[src/rtl/lsr_pkg.sv]
// Shared types for the strobe-latched memory.
// Assumes all control pins are active low.
package lsr_pkg;
    // Sampled control pins after synchronization.
    typedef struct packed {
        logic strobe_n;
        logic sel_n;
        logic bank_n;
        logic wr_n;
    } lsr_ctl_t;

    localparam int CTL_W = 4;
endpackage

[src/rtl/lsr_sync.sv]
// Two-flop sampler for a bundle of pins.
// All bits pass through the same depth, so their relative order is preserved.
// Assumes RST_VAL holds the idle level of each bit.
module lsr_sync #(
    parameter int              WIDTH   = 16,
    parameter logic [WIDTH-1:0] RST_VAL = '0
) (
    input  logic             clk,
    input  logic             rst_n,
    input  logic [WIDTH-1:0] in_bits,
    output logic [WIDTH-1:0] out_bits
);
    logic [WIDTH-1:0] stage1;

    genvar gi;
    generate
        for (gi = 0; gi < WIDTH; gi++) begin : g_bit
            // Two-stage sampling of one bit.
            always_ff @(posedge clk) begin
                if (!rst_n) begin
                    stage1[gi]   <= RST_VAL[gi];
                    out_bits[gi] <= RST_VAL[gi];
                end else begin
                    stage1[gi]   <= in_bits[gi];
                    out_bits[gi] <= stage1[gi];
                end
            end
        end
    endgenerate
endmodule

[src/rtl/lsr_ctrl.sv]
// Strobe edge detection, address and chip-enable capture, write window and read enable.
// Assumes sampled inputs arrive aligned from lsr_sync.
// The write commits on the cycle the window closes.
module lsr_ctrl
    import lsr_pkg::*;
#(
    parameter int ADDR_W = 8,
    parameter int DATA_W = 4
) (
    input  logic              clk,
    input  logic              rst_n,
    input  lsr_ctl_t          ctl,
    input  logic [ADDR_W-1:0] addr_s,
    input  logic [DATA_W-1:0] din_s,
    output logic              wr_en,
    output logic [ADDR_W-1:0] wr_addr,
    output logic [DATA_W-1:0] wr_data,
    output logic [ADDR_W-1:0] rd_addr,
    output logic              oe_q
);
    logic              strobe_prev;
    logic              fall_strobe;
    logic [ADDR_W-1:0] addr_lat, addr_nxt;
    logic              bank_lat, bank_nxt;
    logic              win_now, win_q;
    logic [DATA_W-1:0] hold_data;
    logic              rd_now;

    // Detect a falling strobe and form the next captured values.
    always_comb begin
        fall_strobe = strobe_prev & ~ctl.strobe_n;
        addr_nxt    = fall_strobe ? addr_s     : addr_lat;
        bank_nxt    = fall_strobe ? ctl.bank_n : bank_lat;
        win_now     = ~ctl.strobe_n & ~ctl.wr_n & ~ctl.sel_n & ~bank_nxt;
        rd_now      = ~ctl.strobe_n & ~ctl.sel_n & ~bank_nxt & ctl.wr_n;
    end

    // Capture registers, window state, last data and output-enable.
    always_ff @(posedge clk) begin
        if (!rst_n) begin
            strobe_prev <= 1'b1;
            addr_lat    <= '0;
            bank_lat    <= 1'b1;
            win_q       <= 1'b0;
            hold_data   <= '0;
            oe_q        <= 1'b0;
        end else begin
            strobe_prev <= ctl.strobe_n;
            addr_lat    <= addr_nxt;
            bank_lat    <= bank_nxt;
            win_q       <= win_now;
            if (win_now) hold_data <= din_s;
            oe_q        <= rd_now;
        end
    end

    // Commit when the window was open and has just closed.
    always_comb begin
        wr_en   = win_q & ~win_now;
        wr_addr = addr_lat;
        wr_data = hold_data;
        rd_addr = addr_nxt;
    end

    // Captured address only moves on a strobe fall.
    assert_latch_hold_R2: assert property (@(posedge clk) disable iff (!rst_n)
        !fall_strobe |=> $stable(addr_lat));
    // A commit only happens in an enabled cycle.
    assert_commit_enabled_R3: assert property (@(posedge clk) disable iff (!rst_n)
        wr_en |-> !bank_lat);
    // One commit per window.
    assert_single_commit_R4: assert property (@(posedge clk) disable iff (!rst_n)
        wr_en |=> !wr_en);
    // Reading and an open window never coincide.
    assert_oe_excl_win_R7: assert property (@(posedge clk) disable iff (!rst_n)
        oe_q |-> !win_q);
endmodule

[src/rtl/lsr_array.sv]
// Word storage with one write port and one registered read port.
// A same-cycle write to the read address is forwarded.
// Assumes the contents are undefined after reset.
module lsr_array #(
    parameter int ADDR_W = 8,
    parameter int DATA_W = 4
) (
    input  logic              clk,
    input  logic              rst_n,
    input  logic              wr_en,
    input  logic [ADDR_W-1:0] wr_addr,
    input  logic [DATA_W-1:0] wr_data,
    input  logic [ADDR_W-1:0] rd_addr,
    output logic [DATA_W-1:0] rd_q
);
    localparam int DEPTH = 1 << ADDR_W;

    logic [DATA_W-1:0] mem [DEPTH];

    // Store a committed word.
    always_ff @(posedge clk) begin
        if (wr_en) mem[wr_addr] <= wr_data;
    end

    // Register the read word, forwarding a coincident commit.
    always_ff @(posedge clk) begin
        if (!rst_n)                            rd_q <= '0;
        else if (wr_en && wr_addr == rd_addr)  rd_q <= wr_data;
        else                                   rd_q <= mem[rd_addr];
    end

    // Committed data is always defined.
    assert_wdata_known_R4: assert property (@(posedge clk) disable iff (!rst_n)
        wr_en |-> !$isunknown(wr_data));
endmodule

[src/rtl/latched_sram.sv]
// Top of the strobe-latched memory: samples pins, runs control, holds storage
// and gates the output.
// Assumes inputs may be asynchronous to clk.
module latched_sram
    import lsr_pkg::*;
#(
    parameter int ADDR_W = 8,
    parameter int DATA_W = 4
) (
    input  logic              clk,
    input  logic              rst_n,
    input  logic              strobe_n,
    input  logic              sel_n,
    input  logic              bank_sel_n,
    input  logic              wr_n,
    input  logic [ADDR_W-1:0] addr,
    input  logic [DATA_W-1:0] din,
    output logic [DATA_W-1:0] dout,
    output logic              dout_oe
);
    localparam int BUS_W = ADDR_W + DATA_W + CTL_W;
    localparam logic [BUS_W-1:0] BUS_IDLE = {{(ADDR_W + DATA_W){1'b0}}, {CTL_W{1'b1}}};

    logic [BUS_W-1:0]  raw_bus, syn_bus;
    lsr_ctl_t          ctl_s;
    logic [ADDR_W-1:0] addr_s, wr_addr, rd_addr;
    logic [DATA_W-1:0] din_s, wr_data, rd_q;
    logic              wr_en, oe_q;

    // Bundle pins for common-depth sampling.
    assign raw_bus = {addr, din, strobe_n, sel_n, bank_sel_n, wr_n};

    lsr_sync #(.WIDTH(BUS_W), .RST_VAL(BUS_IDLE)) u_sync (
        .clk(clk), .rst_n(rst_n), .in_bits(raw_bus), .out_bits(syn_bus)
    );

    // Unpack the sampled bundle.
    assign {addr_s, din_s, ctl_s} = syn_bus;

    lsr_ctrl #(.ADDR_W(ADDR_W), .DATA_W(DATA_W)) u_ctrl (
        .clk(clk), .rst_n(rst_n), .ctl(ctl_s), .addr_s(addr_s), .din_s(din_s),
        .wr_en(wr_en), .wr_addr(wr_addr), .wr_data(wr_data),
        .rd_addr(rd_addr), .oe_q(oe_q)
    );

    lsr_array #(.ADDR_W(ADDR_W), .DATA_W(DATA_W)) u_array (
        .clk(clk), .rst_n(rst_n), .wr_en(wr_en), .wr_addr(wr_addr),
        .wr_data(wr_data), .rd_addr(rd_addr), .rd_q(rd_q)
    );

    // Output gating: zero whenever not enabled.
    assign dout    = oe_q ? rd_q : '0;
    assign dout_oe = oe_q;

    // Write line low three edges ago keeps the output off.
    assert_wr_hiz_R7: assert property (@(posedge clk) disable iff (!rst_n)
        dout_oe |-> $past(wr_n, 3));
    // Idle strobe and select keep the output off.
    assert_idle_hiz_R8: assert property (@(posedge clk) disable iff (!rst_n)
        dout_oe |-> !($past(strobe_n, 3) && $past(sel_n, 3)));
    // Output data is zero when disabled.
    assert_zero_when_off_R8: assert property (@(posedge clk) disable iff (!rst_n)
        !dout_oe |-> dout == '0);
endmodule

[config.mk]
export PLATFORM = sky130hd
export DESIGN_NAME = latched_sram
export DESIGN_NICKNAME = d
export VERILOG_FILES = /design/src/rtl/lsr_pkg.sv /design/src/rtl/lsr_sync.sv /design/src/rtl/lsr_ctrl.sv /design/src/rtl/lsr_array.sv /design/src/rtl/latched_sram.sv
export SDC_FILE = /design/constraint.sdc
export NUM_CORES = 1
export LEC_CHECK = 0
export BUFFER_PORTS_ARGS = -buffer_cell sky130_fd_sc_hd__buf_4
export CAP_MARGIN = 20
export CORE_UTILIZATION = 30
export CTS_BUF_LIST = sky130_fd_sc_hd__clkbuf_4 sky130_fd_sc_hd__clkbuf_8
export CTS_CLUSTER_DIAMETER = 40
export DETAILED_ROUTE_END_ITERATION = 12
export PLACE_DENSITY = 0.55
export SYNTH_ARGS = -nofsm -noshare
export SYNTH_HDL_FRONTEND = slang
export SYNTH_SLANG_ARGS = --single-unit
[constraint.sdc]
create_clock -name clk -period 5.24 [get_ports clk]
set_input_delay 0.262 -clock clk [delete_from_list [all_inputs] [get_ports clk]]
set_output_delay 0.262 -clock clk [all_outputs]
set_load 0.03 [all_outputs]
# Yosys cells after proc, flatten, opt, wreduce, memory -nomap -nowiden
# Memory sizes are Yosys's and may differ from the RTL's. A register that Yosys moved wholly into a read port is not among the register bits.
# Index checks and enable logic that the tools add are counted.
dict set report word_totals {
  register_bits 48
  ramBits 1024
  inputBits 18
  output_inout_bits 5
  word_cells 58
  n_memories 1
}
dict set report op_classes {
  mux 5
  bitwise 13
  n_reduce_logical 1
}
# memory words width rd rd_clocked_by_memory_dff write_ports line
set mem_list {}
lappend mem_list {u_array.mem 256 4 1 1 1 lsr_array.sv:18} ;# logic [DATA_W-1:0] mem [DEPTH];
# operator n
set ops {}
lappend ops {{1-bit AND} 8}
lappend ops {{8-bit two-way mux} 1}
lappend ops {{1-bit NOT} 5}
lappend ops {{4-bit two-way mux} 1}
lappend ops {{1-bit two-way mux} 3}
lappend ops {{1-bit logical NOT} 1}

# Depth between registers and ports, before layout
# Gate-level depths: netlist (run 1).
dict set report depth {
  ltp_word 9
  mapped_depth 13
  mapped_depth_nobuf 9
}

# Modules after synthesis
# A second synthesis (run 1) with hierarchy kept.
dict set report hier_totals {
  cells_unflattened 2332
  hier_area_um2 42460.7
}
# module n_inst cells_each area_each_um2 seq_area_each_um2
set by_module_without_submodules {}
lappend by_module_without_submodules {lsr_array 1 2204 40934.3 30829.6}
lappend by_module_without_submodules {lsr_sync 1 67 858.3 640.6}
lappend by_module_without_submodules {lsr_ctrl 1 57 643.1 320.3}
lappend by_module_without_submodules {latched_sram 1 4 25.0 0.0}

# Worst setup path before layout (run 1)
# Ideal clock, no wire load.
dict set report synth_timing {
  path_type {register to register}
  startpoint {register u_ctrl.hold_data[1] (netlist: u_ctrl.wr_data[1])}
  endpoint {memory u_array.mem[0][1] (data pin)}
  setup_ns 0.859
  t_arrival_ns 3.413
  required_time_ns 4.381
  setup_slack_ns 0.968
  path_stages_with_launch 1
  path_buffers 0
  period_less_slack_ns 4.272
  path_cell_list {dfxtp_1}
}
# element line
set synth_rtl {}
lappend synth_rtl {{start, declared} lsr_ctrl.sv:26} ;# logic [DATA_W-1:0] hold_data;
lappend synth_rtl {{start signal, assigned} lsr_ctrl.sv:52} ;# if (win_now) hold_data <= din_s;
lappend synth_rtl {{end, declared} lsr_array.sv:18}
# No word-level cell before the write port.

# Final worst setup path (run 1)
dict set report layout_timing {
  startpoint {register u_ctrl.strobe_prev}
  endpoint {register u_array.rd_q[0] (read register of u_array.mem)}
}
dict set report layout_between {
  elab_chain_len 2
}
# element line
set layout_lines {}
lappend layout_lines {{start, declared} lsr_ctrl.sv:21} ;# logic strobe_prev;
lappend layout_lines {{start signal, assigned} lsr_ctrl.sv:48} ;# strobe_prev <= ctl.strobe_n;
lappend layout_lines {{1-bit AND} lsr_ctrl.sv:31} ;# fall_strobe = strobe_prev & ~ctl.strobe_n;
lappend layout_lines {{8-bit two-way mux} lsr_ctrl.sv:32} ;# addr_nxt = fall_strobe ? addr_s : addr_lat;
lappend layout_lines {{end, declared} lsr_array.sv:14} ;# output logic [DATA_W-1:0] rd_q
# Every way passes these cells.
# A chain may end at the register's enable or synchronous reset.

==> summary.txt, run 1 <==
Synthesis
  – Post-synthesis cell area: 42300 um^2
  – Post-synthesis area per instance: 15.4 um^2
  – Post-synth net total: 2770
  – Distinct cell type count of the synthesized netlist: 41
  – Sequential-to-total area share from yosys stat: 0.752
  – Ranking of synthesized cells by area: edfxtp_1 73%, mux2i_1 11%, o22ai_1 3.2%, nor2_1 2.5%, dfxtp_1 2.5%
  – Number of synthesized flops with an enable pin: 1024
  – Cell count after synthesis: 2752
  – Register bit total from synthesis: 1076
  – Total number of yosys warnings: 0
  – Share of the synthesized area in the top cell type: 0.727
  – Top-count cell post-synth: edfxtp_1
  – Primary flip-flop cell chosen by synthesis mapping: edfxtp_1
  – Library cell occupying the most area in the post-synthesis netlist: edfxtp_1
  – Fraction of registers with async set/reset: 0
  – Top cells by instance count after synthesis: 1024 x edfxtp_1, 451 x mux2i_1, 280 x nor2_1, 218 x o22ai_1, 179 x nand2_1

Global routing
  – Vias in the first global route: 23700
  – Antenna violations before repair: 1
  – Global-route wire length before repair: 156000 um
  – Overall routing resource usage: 0.148
  – Largest net degree at the start of global routing: 158
  – GRT Residual Overflow: 0

Timing
  – Final worst setup slack: 0.822 ns
  – Setup repair after global routing missed its margin: false
  – Final clock period utilization by the worst path: 0.843
  – Endpoints failing setup: 0
  – Final total negative setup slack: 0 ns
  – Pins Over Slew Limit: 0
  – Final setup skew: 0.0480 ns
  – Top achievable clock speed: 226 MHz
  – Actual slew at the worst max-slew pin: 1.16 ns
  – Max_slew headroom: 0.224
  – Final Critical Period: 4.42 ns
  – Final Hold Fails: 0

Placement
  – Placed cells: 4535
  – Worst slack, placed: 0.874 ns
  – DPL Wire Length: 61500 um
  – # port buffers: 22
  – GPL Wtd Cong: 0.808

Detailed routing
  – Final WL: 106000 um
  – Initial drt markers: 2089
  – Routed via count divided by cell count: 4.88
  – Detail-routed net length per standard cell: 21.7 um
  – Antenna viol nets, final: 0
  – Vias: 23900
  – DRC errors left: 0
  – Length of the first detailed-routing pass in iterations: 6

Clock network
  – Clock-pin transition on the worst setup and hold timing paths: 0.06 ns
  – TritonCTS clock tree: yes
  – Worst skew pair latency: 0.87 ns
  – Maximum buffer depth of the clock tree: 3
  – Htree depth: 4
  – TritonCTS Buffers: 178
  – Clk sinks: 1076
  – Clock tree root buffer cell: clkbuf_8

Min path
  – Cell depth of the worst hold path: 3
  – Hold worst-path end: u_ctrl.bank_lat$_SDFF_PN1_
  – Hold Startpoint: rst_n
  – Worst min-delay path category: in2reg

Run
  – Max Cap Viol: 0

Critical path
  – Worst Reg2Reg Path Length in Cells: 12
  – Critical path type: reg2reg
  – Worst reg-to-reg setup slack: 0.82 ns
  – CP required: 6.00 ns
  – Type of element capturing the critical path: flop
  – Reg-to-reg critical path endpoint: u_array.rd_q[0]$_SDFF_PN0_
  – Startpoint of the most critical register-to-register path: u_ctrl.strobe_prev$_SDFF_PN1_
  – Start point of the critical path: u_ctrl.strobe_prev$_SDFF_PN1_
  – Worst Setup Start Kind: flop
  – Data arrival time at the worst-slack endpoint: 5.18 ns
  – Worst Path Max Fanout: 57

Floorplanning
  – Total core area: 140000 um^2
  – Horiz. Die Dim: 377 um
  – DIE AREA: 142000 um^2
  – Initial standard-cell utilization of the core: 0.303
  – Num rows: 137
  – Die height: 377 um
  – IO Pins: 23

Pwr
  – Lkg Pwr: 0.0183 uW
  – Total power draw: 16800 uW
  – Power density over the cells: 345 nW/um^2
  – Peak supply drop: 0.195 mV

Run status
  – Outcome: finished clean

Final layout
  – Relative area change from synthesis to final layout: 15.1%
  – Share of layout cells above drive strength 1: 0.128
  – Filler Cells Inserted: 13400
  – Filler-free cell count of the finished design: 4893
  – Number of nets in the layout: 2890
  – Utilization after layout: 0.348
==> power breakdown <==
| group | total, uW | internal (uW) | switching, uW |
|---|---|---|---|
| Combinational | 321 | 128 | 192 |
| Clock | 7190 | 3830 | 3360 |
| Sequential | 9290 | 9280 | 11.9 |
==> routing by layer <==
metal,vias up,part of all wire,global-route usage
li1,10900,-,-
met1,12100,0.44,0.201
met2,783,0.48,0.236
met3,154,0.060,0.0288
met4,0,0.022,0.0464
met5,-,0,0
==> worst max path at each step <==
| stage | to | cells after the start | slack, ns |
|---|---|---|---|
| 4_1_cts | u_array.rd_q[0]$_SDFF_PN0_ | 12 | 0.83 |
| 6_report | u_array.rd_q[0]$_SDFF_PN0_ | 12 | 0.82 |
| 5_1_grt | u_array.rd_q[0]$_SDFF_PN0_ | 12 | 0.72 |
| 3_3_place_gp | u_array.rd_q[0]$_SDFF_PN0_ | 12 | 0.88 |
| 2_1_floorplan | u_array.mem[0][1]$_DFFE_PP_ | 0 | 0.97 |
| 3_5_place_dp | u_array.rd_q[0]$_SDFF_PN0_ | 12 | 0.87 |
==> cells by family after synthesis <==
group | synth area share
buf+inv | 0.0191
simple gates | 0.0621
compound gates | 0.0578
mux | 0.108
xor+xnor | 0.00124
flops | 0.752
==> cells in the final DEF (no fill, tap or decap), types with 5 or more instances in the layout <==
master	netlist	layout
edfxtp_1	1024	1024
mux2i_1	451	449
nor2_1	280	280
o22ai_1	218	218
clkbuf_8	0	182
nand2_1	179	175
o21ai_0	90	90
a21oi_1	74	74
buf_4	1	68
clkinv_1	0	48
dfxtp_1	52	48
clkbuf_4	0	45
dlygate4sd3_1	0	33
and2_1	28	28
clkinv_2	0	27
nor3_1	30	26
nor4_1	25	25
nand3_1	21	21
nand4_1	20	20
buf_12	0	19
o21ai_1	12	12
nand2b_1	10	10
nor2b_1	7	6
inv_1	6	6
bufinv_16	0	5
==> worst max-delay path: stages, from the launching register on <==
cell,delay (ns)
dfxtp_1,0.36
nor2b_2,0.26
mux2i_4,0.53
buf_12,0.22
buf_12,0.35
buf_4,0.32
mux2i_1,0.21
o22ai_1,0.10
o21ai_0,0.56
nand4_1,0.29
nor3_1,0.52
nor3_1,0.23
a221o_1,0.30
==> area by class of cell <==
| cell class | instances | area [um^2] | area share |
|---|---|---|---|
| sequential | 1076 | 31800 | 0.653 |
| multi-input combinational | 1490 | 9790 | 0.201 |
| clock buffer | 227 | 2840 | 0.0584 |
| tap | 1876 | 2350 | 0.0482 |
| timing repair buffer | 120 | 1220 | 0.0251 |
| clock inverter | 96 | 639 | 0.0131 |
| inverter | 6 | 22.5 | 0.000463 |
| antenna | 2 | 5.00 | 0.000103 |
==> registers in the layout (all words and copies together), names as in the netlist <==
name and count:
u_ctrl.win_q 1, u_ctrl.oe_q 1, u_ctrl.bank_lat 1, u_ctrl.wr_addr 8, u_sync.out_bits 16, u_array.rd_q 4
u_ctrl.strobe_prev 1, u_ctrl.wr_data 4, u_array.mem 1024, u_sync.stage1 16
==> through the flow <==
step | area, um^2 | hold slack, ns
CTS | 48700 | 0.233
global placement | 44900 | 0.406
global route | 48700 | 0.314
floorplan | 42300 | 0.335
finish | 48700 | 0.328
detailed placement | 44900 | 0.405
==> timing repair <==
item | in CTS | in global routing
resized for setup | 0 | 0
buffers inserted | 0 | 0
hold buffers | 33 | 0
hold endpoints to repair | 35 | 0
Note: power is estimated with default switching activity, not from simulation.
==> run 2: changes to the inputs <==
- ABC_AREA: unset -> 1
- PLACE_DENSITY: 0.55 -> 0.56
- clock period: 5.24 -> 3.8 ns (I/O delays scaled with it)
==> summary.txt, run 2 <==
Run status
  – Outcome: finished clean (unchanged)

Detailed routing
  – Routed via count divided by cell count: 4.70 (was 4.88)
  – Detail-routed net length per standard cell: 18.7 um (was 21.7 um)
  – Antenna viol nets, final: 0 (unchanged)
  – Final WL: 128000 um (was 106000 um)
  – Initial drt markers: 2638 (was 2089)
  – DRC errors left: 0 (unchanged)
  – Vias: 32200 (was 23900)
  – Length of the first detailed-routing pass in iterations: 6 (unchanged)

Final layout
  – Most frequent cells in the layout: 1229 x nand2_1, 1024 x edfxtp_1, 812 x nand3_1 (was 1024 x edfxtp_1, 449 x mux2i_1, 280 x nor2_1)
  – Largest register FFs: 1024 (unchanged)
  – Most common cell after layout, fill and taps aside: nand2_1 (was edfxtp_1)
  – Multi-input gate area: 11000 um^2 (was 9790 um^2)
  – Share of layout cells above drive strength 1: 0.0933 (was 0.128)
  – Filler Cells Inserted: 15600 (was 13400)
  – Most flop-heavy register: u_array.mem (unchanged)
  – Post-route cell area: 53600 um^2 (was 48700 um^2)
  – Number of nets in the layout: 4685 (was 2890)
  – Relative area change from synthesis to final layout: 15.0% (was 15.1%)
  – Registers with the most flip-flops: u_array.mem: 1024 flops, u_sync.out_bits: 16 flops, u_sync.stage1: 16 flops (unchanged)
  – FF+latch area: 31800 um^2 (unchanged)

Clock network
  – Clk sinks: 1076 (unchanged)
  – Maximum buffer depth of the clock tree: 3 (unchanged)
  – Worst skew pair latency: 0.86 ns (was 0.87 ns)
  – Post-cts gate resize count: 0 (unchanged)
  – Htree depth: 4 (unchanged)
  – Clock tree root buffer cell: clkbuf_8 (unchanged)
  – Clock-pin transition on the worst setup and hold timing paths: 0.06 ns (about the same)
  – TritonCTS Buffers: 188 (was 178)
  – TritonCTS clock tree: yes (unchanged)

Placement
  – Worst slack, placed: 0.689 ns (was 0.874 ns)
  – # port buffers: 22 (unchanged)
  – DPL Wire Length: 75500 um (was 61500 um)
  – Total cell area at the placement stage: 49400 um^2 (was 44900 um^2)
  – GPL Wtd Cong: 0.830 (was 0.808)

Synthesis
  – Post-synthesis area per instance: 10.2 um^2 (was 15.4 um^2)
  – Number of synthesized flops with an enable pin: 1024 (unchanged)
  – Register bit total from synthesis: 1076 (unchanged)
  – Total number of yosys warnings: 0 (unchanged)
  – Top-count cell post-synth: nand2_1 (was edfxtp_1)
  – Distinct cell type count of the synthesized netlist: 32 (was 41)
  – Post-synthesis cell area: 46600 um^2 (was 42300 um^2)
  – Share of the synthesized area in the top cell type: 0.659 (was 0.727)
  – Top cells by instance count after synthesis: 1229 x nand2_1, 1024 x edfxtp_1, 812 x nand3_1, 695 x inv_1, 307 x nor2_1 (was 1024 x edfxtp_1, 451 x mux2i_1, 280 x nor2_1, 218 x o22ai_1, 179 x nand2_1)
  – Sequential-to-total area share from yosys stat: 0.682 (was 0.752)
  – Cell count after synthesis: 4577 (was 2752)
  – Ranking of synthesized cells by area: edfxtp_1 66%, nand2_1 9.9%, nand3_1 8.7%, inv_1 5.6%, nor2_1 2.5% (was edfxtp_1 73%, mux2i_1 11%, o22ai_1 3.2%, nor2_1 2.5%, dfxtp_1 2.5%)
  – Library cell occupying the most area in the post-synthesis netlist: edfxtp_1 (unchanged)
  – Post-synth net total: 4595 (was 2770)
  – Primary flip-flop cell chosen by synthesis mapping: edfxtp_1 (unchanged)
  – Fraction of registers with async set/reset: 0 (unchanged)

Critical path
  – Type of element capturing the critical path: flop (unchanged)
  – Critical path type: reg2reg (unchanged)
  – CP required: 4.60 ns (was 6.00 ns)
  – Worst Path Max Fanout: 29 (was 57)
  – Worst Setup Start Kind: flop (unchanged)
  – Worst reg-to-reg setup slack: 0.61 ns (was 0.82 ns)
  – Worst Reg2Reg Path Length in Cells: 14 (was 12)
  – Data arrival time at the worst-slack endpoint: 3.98 ns (was 5.18 ns)

Floorplanning
  – Die height: 396 um (was 377 um)
  – Num rows: 144 (was 137)
  – Horiz. Die Dim: 396 um (was 377 um)
  – Total core area: 154000 um^2 (was 140000 um^2)
  – DIE AREA: 157000 um^2 (was 142000 um^2)
  – IO Pins: 23 (unchanged)
  – Initial standard-cell utilization of the core: 0.302 (was 0.303)

Global routing
  – Antenna violations before repair: 4 (was 1)
  – GRT Residual Overflow: 0 (unchanged)
  – Largest net degree at the start of global routing: 130 (was 158)
  – Global-route wire length before repair: 194000 um (was 156000 um)
  – Vias in the first global route: 31800 (was 23700)
  – Overall routing resource usage: 0.162 (was 0.148)

Min path
  – Worst min-delay path category: in2reg (unchanged)
  – Cell depth of the worst hold path: 3 (unchanged)

Timing
  – Final Hold Fails: 0 (unchanged)
  – Final Critical Period: 3.19 ns (was 4.42 ns)
  – Top achievable clock speed: 314 MHz (was 226 MHz)
  – Actual slew at the worst max-slew pin: 1.01 ns (was 1.16 ns)
  – Final clock period utilization by the worst path: 0.839 (was 0.843)
  – Max_slew headroom: 0.330 (was 0.224)
  – Endpoints failing setup: 0 (unchanged)
  – Final total negative setup slack: 0 ns (unchanged)
  – Setup repair after global routing missed its margin: false (unchanged)
  – Final setup skew: 0.0441 ns (was 0.0480 ns)
  – Pins Over Slew Limit: 0 (unchanged)
  – Final worst setup slack: 0.613 ns (was 0.822 ns)
  – Hold_ws: 0.0792 ns (was 0.328 ns)

Pwr
  – Internal Dissipation: 19200 uW (was 13200 uW)
  – Peak supply drop: 0.258 mV (was 0.195 mV)
  – Total power draw: 24800 uW (was 16800 uW)
  – Lkg Pwr: 0.0207 uW (was 0.0183 uW)
  – Combinational fraction of design power: 0.047 (was 0.019)
  – Power share of the sequential group: 0.517 (was 0.553)
  – Power density over the cells: 463 nW/um^2 (was 345 nW/um^2)
  – Sw Ratio: 0.227 (was 0.212)
  – Clock Power Share: 0.436 (was 0.428)
  – P_sw: 5640 uW (was 3560 uW)

Run
  – Max Cap Viol: 0 (unchanged)
## run 2: cell types whose count changed after synthesis, moves of 36 or more
cell,previous run,this run
nand2_1,179,1229
nand3_1,21,812
inv_1,6,695
mux2i_1,451,1
o22ai_1,218,2
buf_2,68,153
a21oi_1,74,0
o21ai_0,90,126
## run 2: kinds of logic (layout without fill, tap and decap cells)
| group | after synthesis | after routing | share of synthesized area |
|---|---|---|---|
| multiplexers | 1 | 1 | 0.000215 |
| flip-flops | 1076 | 1076 | 0.682 |
| other | 0 | 1 | 0 |
| AO/OA/AOI/OAI | 171 | 171 | 0.0204 |
| AND/OR/NAND/NOR | 2368 | 2368 | 0.214 |
| XOR/XNOR | 4 | 4 | 0.000751 |
| buffers and inverters | 957 | 1194 | 0.0831 |
## run 2: worst max-delay path: stages (launching register included)
cell and delay [ns]:
dfxtp_1 0.32, inv_2 0.11, nand2_4 0.16, o21ai_4 0.73, buf_4 0.47, nand3_1 0.14
nand3_1 0.10, nand3_1 0.16, nand3_1 0.24, nand3_1 0.11, nand3_1 0.26, nand3_1 0.12
nand3_1 0.08, nand2_1 0.07, inv_1 0.07
## run 2: area by class of cell
type                            instances  share of cell area
Tap cell                             2044              0.0477
Antenna cell                            1           0.0000467
Inverter                              699              0.0490
Clock inverter                         92              0.0143
Sequential cell                      1076               0.593
Timing Repair Buffer                  158              0.0325
Clock buffer                          245              0.0573
Multi-Input combinational cell       2544               0.206
## run 2: what timing repair did
item | in CTS | in global routing
hold buffers | 38 | 0
buffers inserted | 0 | 0
endpoints found under the hold margin | 39 | 0
## run 2: power groups by stage
stage               Clock, uW  Sequential, uW  Combinational, uW
floorplan                   0           13100                763
global placement            0           13100               1130
detailed placement          0           13100               1130
CTS                     11000           12800               1160
global route            11500           12800               1280
finish                  10800           12800               1170
## run 2: metal layers
metal  GRT usage  part of all wire  vias up
met5           0           0.00010        -
met4      0.0538             0.026        2
met3      0.0319             0.076      218
met2       0.255              0.46     1211
met1       0.223              0.44    15500
li1            -                 -    15200
## run 2: final timing paths
check,to,start
setup reg to reg,u_array.rd_q[2]$_SDFF_PN0_,u_sync.out_bits[3]$_SDFF_PN1_
setup / recovery,u_array.rd_q[2]$_SDFF_PN0_,u_sync.out_bits[3]$_SDFF_PN1_
hold reg to reg,u_sync.out_bits[0]$_SDFF_PN1_,u_sync.stage1[0]$_SDFF_PN1_
hold / removal,u_sync.stage1[3]$_SDFF_PN1_,strobe_n
## run 2: through the flow
stage          std cells  utilization
3_3_place_gp        6483        0.320
4_1_cts             6858        0.348
5_1_grt             6859        0.348
6_report            6859        0.348
2_1_floorplan       4577            -
3_5_place_dp        6483        0.320
==> run 3: changes to the inputs <==
- clock period: 3.8 -> 2.7 ns (I/O delays scaled with it)
==> summary.txt, run 3 (synthesis results as in run 2) <==
Run status
  – Outcome: finished clean (unchanged)

Final layout
  – Number of nets in the layout: 4770 (was 4685)
  – FF+latch area: 31800 um^2 (about the same)
  – Post-route cell area: 55000 um^2 (was 53600 um^2)
  – Most flop-heavy register: u_array.mem (unchanged)
  – Most frequent cells in the layout: 1228 x nand2_1, 1024 x edfxtp_1, 799 x nand3_1 (was 1229 x nand2_1, 1024 x edfxtp_1, 812 x nand3_1)
  – Most common cell after layout, fill and taps aside: nand2_1 (unchanged)
  – Multi-input gate area: 11200 um^2 (was 11000 um^2)
  – Share of layout cells above drive strength 1: 0.115 (was 0.0933)
  – Filler Cells Inserted: 15400 (was 15600)
  – Largest register FFs: 1024 (unchanged)
  – Registers with the most flip-flops: u_array.mem: 1024 flops, u_sync.out_bits: 16 flops, u_sync.stage1: 16 flops (unchanged)
  – Relative area change from synthesis to final layout: 18.0% (was 15.0%)

Clock network
  – Htree depth: 4 (unchanged)
  – TritonCTS Buffers: 190 (was 188)
  – Clk sinks: 1076 (unchanged)
  – Maximum buffer depth of the clock tree: 3 (unchanged)
  – Clock-pin transition on the worst setup and hold timing paths: 0.06 ns (about the same)
  – Worst skew pair latency: 0.87 ns (was 0.86 ns)
  – Clock tree root buffer cell: clkbuf_8 (unchanged)
  – TritonCTS clock tree: yes (unchanged)

Global routing
  – Largest net degree at the start of global routing: 97 (was 130)
  – Met3 track demand over resource: 0.0336 (was 0.0319)
  – Met1 Resource Use GR: 0.218 (was 0.223)
  – Global-route wire length before repair: 194000 um (about the same)
  – Vias in the first global route: 31900 (was 31800)
  – Antenna violations before repair: 2 (was 4)
  – Routing usage on met2: 0.260 (was 0.255)
  – Overall routing resource usage: 0.163 (was 0.162)
  – Most used routing layer in global routing: met2 (unchanged)
  – GRT Residual Overflow: 0 (unchanged)

Detailed routing
  – Length of the first detailed-routing pass in iterations: 6 (unchanged)
  – Routed via count divided by cell count: 4.71 (was 4.70)
  – Initial drt markers: 3370 (was 2638)
  – Detail-routed net length per standard cell: 19.0 um (was 18.7 um)
  – Vias: 32800 (was 32200)
  – Final WL: 132000 um (was 128000 um)
  – DRC errors left: 0 (unchanged)
  – Antenna viol nets, final: 0 (unchanged)

Critical path
  – Worst Path Max Fanout: 28 (was 29)
  – Chain of cells forming the critical path: inv_2 > nand2_8 > nand2_2 > nand2_8 > buf_4 > buf_12 > nor2_1 > nor2_1 > o21ai_1 > nand3_1 > nand3_1 > nand3_1 > nand3_1 > nand3_1 > nand3_1 > nand3_1 > nand2_1 > inv_1 (was inv_2 > nand2_4 > o21ai_4 > buf_4 > nand3_1 > nand3_1 > nand3_1 > nand3_1 > nand3_1 > nand3_1 > nand3_1 > nand3_1 > nand2_1 > inv_1)
  – Data arrival time at the worst-slack endpoint: 3.41 ns (was 3.98 ns)
  – Type of element capturing the critical path: flop (unchanged)
  – Critical path type: reg2reg (unchanged)
  – Delay of the slowest cell on the worst path: 0.33 ns (was 0.73 ns)
  – Most numerous cell on the critical path: nand3_1 (unchanged)
  – CP required: 3.46 ns (was 4.60 ns)
  – Cell with the biggest individual delay on the critical path: dfxtp_1 (was o21ai_4)
  – Worst Setup Start Kind: flop (unchanged)

Timing
  – Final Hold Fails: 0 (unchanged)
  – Top achievable clock speed: 377 MHz (was 314 MHz)
  – Actual slew at the worst max-slew pin: 0.780 ns (was 1.01 ns)
  – Max_slew headroom: 0.479 (was 0.330)
  – Final Critical Period: 2.65 ns (was 3.19 ns)
  – Setup repair after global routing missed its margin: true (was false)
  – Hold_ws: 0.231 ns (was 0.0792 ns)
  – Final clock period utilization by the worst path: 0.981 (was 0.839)
  – Pins Over Slew Limit: 0 (unchanged)
  – Final setup skew: 0.0401 ns (was 0.0441 ns)
  – Endpoints failing setup: 0 (unchanged)

Floorplanning
  – DIE AREA: 157000 um^2 (unchanged)
  – Num rows: 144 (unchanged)
  – IO Pins: 23 (unchanged)
  – Horiz. Die Dim: 396 um (unchanged)
  – Die height: 396 um (unchanged)
  – Total core area: 154000 um^2 (unchanged)
  – Initial standard-cell utilization of the core: 0.302 (unchanged)

Placement
  – Total cell area at the placement stage: 50100 um^2 (was 49400 um^2)
  – GPL Wtd Cong: 0.854 (was 0.830)
  – DPL Wire Length: 77800 um (was 75500 um)
  – # port buffers: 22 (unchanged)

Min path
  – Worst min-delay path category: in2reg (unchanged)

Pwr
  – Power density over the cells: 642 nW/um^2 (was 463 nW/um^2)
  – Lkg Pwr: 0.0214 uW (was 0.0207 uW)
  – Peak supply drop: 0.500 mV (was 0.258 mV)

Run
  – Max Cap Viol: 0 (unchanged)
[run 3: path summary, 6_finish.rpt]
path,start,end,slack [ns],cells after the start
setup / recovery,u_sync.out_bits[3]$_SDFF_PN1_,u_array.rd_q[1]$_SDFF_PN0_,0.05,18
hold / removal,rst_n,u_ctrl.bank_lat$_SDFF_PN1_,0.23,3
setup reg to reg,u_sync.out_bits[3]$_SDFF_PN1_,u_array.rd_q[1]$_SDFF_PN0_,0.05,18
hold reg to reg,u_sync.stage1[5]$_SDFF_PN0_,u_sync.out_bits[5]$_SDFF_PN0_,0.42,2
[run 3: through the flow]
step	TNS [ns]	utilization	total power [uW]	std cells	setup WS [ns]
floorplan	0	-	19500	4577	0.201
global placement	0	0.325	20100	6537	0.0260
detailed placement	0	0.325	20100	6537	0.0116
CTS	0	0.353	35400	6930	0.00106
global route	-0.198	0.357	36400	6953	-0.0588
finish	0	0.357	35300	6953	0.0505
[run 3: area by class of cell]
type                            count  share of cell area
Timing Repair Buffer              239              0.0534
Inverter                          699              0.0477
Multi-Input combinational cell   2546               0.203
Tap cell                         2044              0.0465
Clock buffer                      262              0.0583
Antenna cell                        1           0.0000455
Sequential cell                  1076               0.578
Clock inverter                     86              0.0126
[run 3: critical path: cells and delay by family, from the launching register on]
family | cells | cell delay, ns
and+or+nand+nor | 13 | 1.56
buffers and inverters | 4 | 0.54
DFF | 1 | 0.33
AOI/OAI and AO/OA | 1 | 0.10
[run 3: what timing repair did]
action,4_1_cts,5_1_grt
pin swaps,0,3
endpoints found under the hold margin,39,0
gates resized for setup,2,43
hold buffers,45,0
gates cloned,0,10
setup buffers,0,12
setup endpoints to repair,2,6
[run 3: routing by layer]
layer	up-vias	routed length [um]
met5	-	7
met4	2	3910
met3	256	10400
met2	1224	60400
met1	15800	57600
li1	15400	-
[run 3: where the power goes]
part / internal [uW] / switching, uW
clock network: 8440 / 6910
registers: 18000 / 32.4
logic: 629 / 1260
total: 27100 / 8200
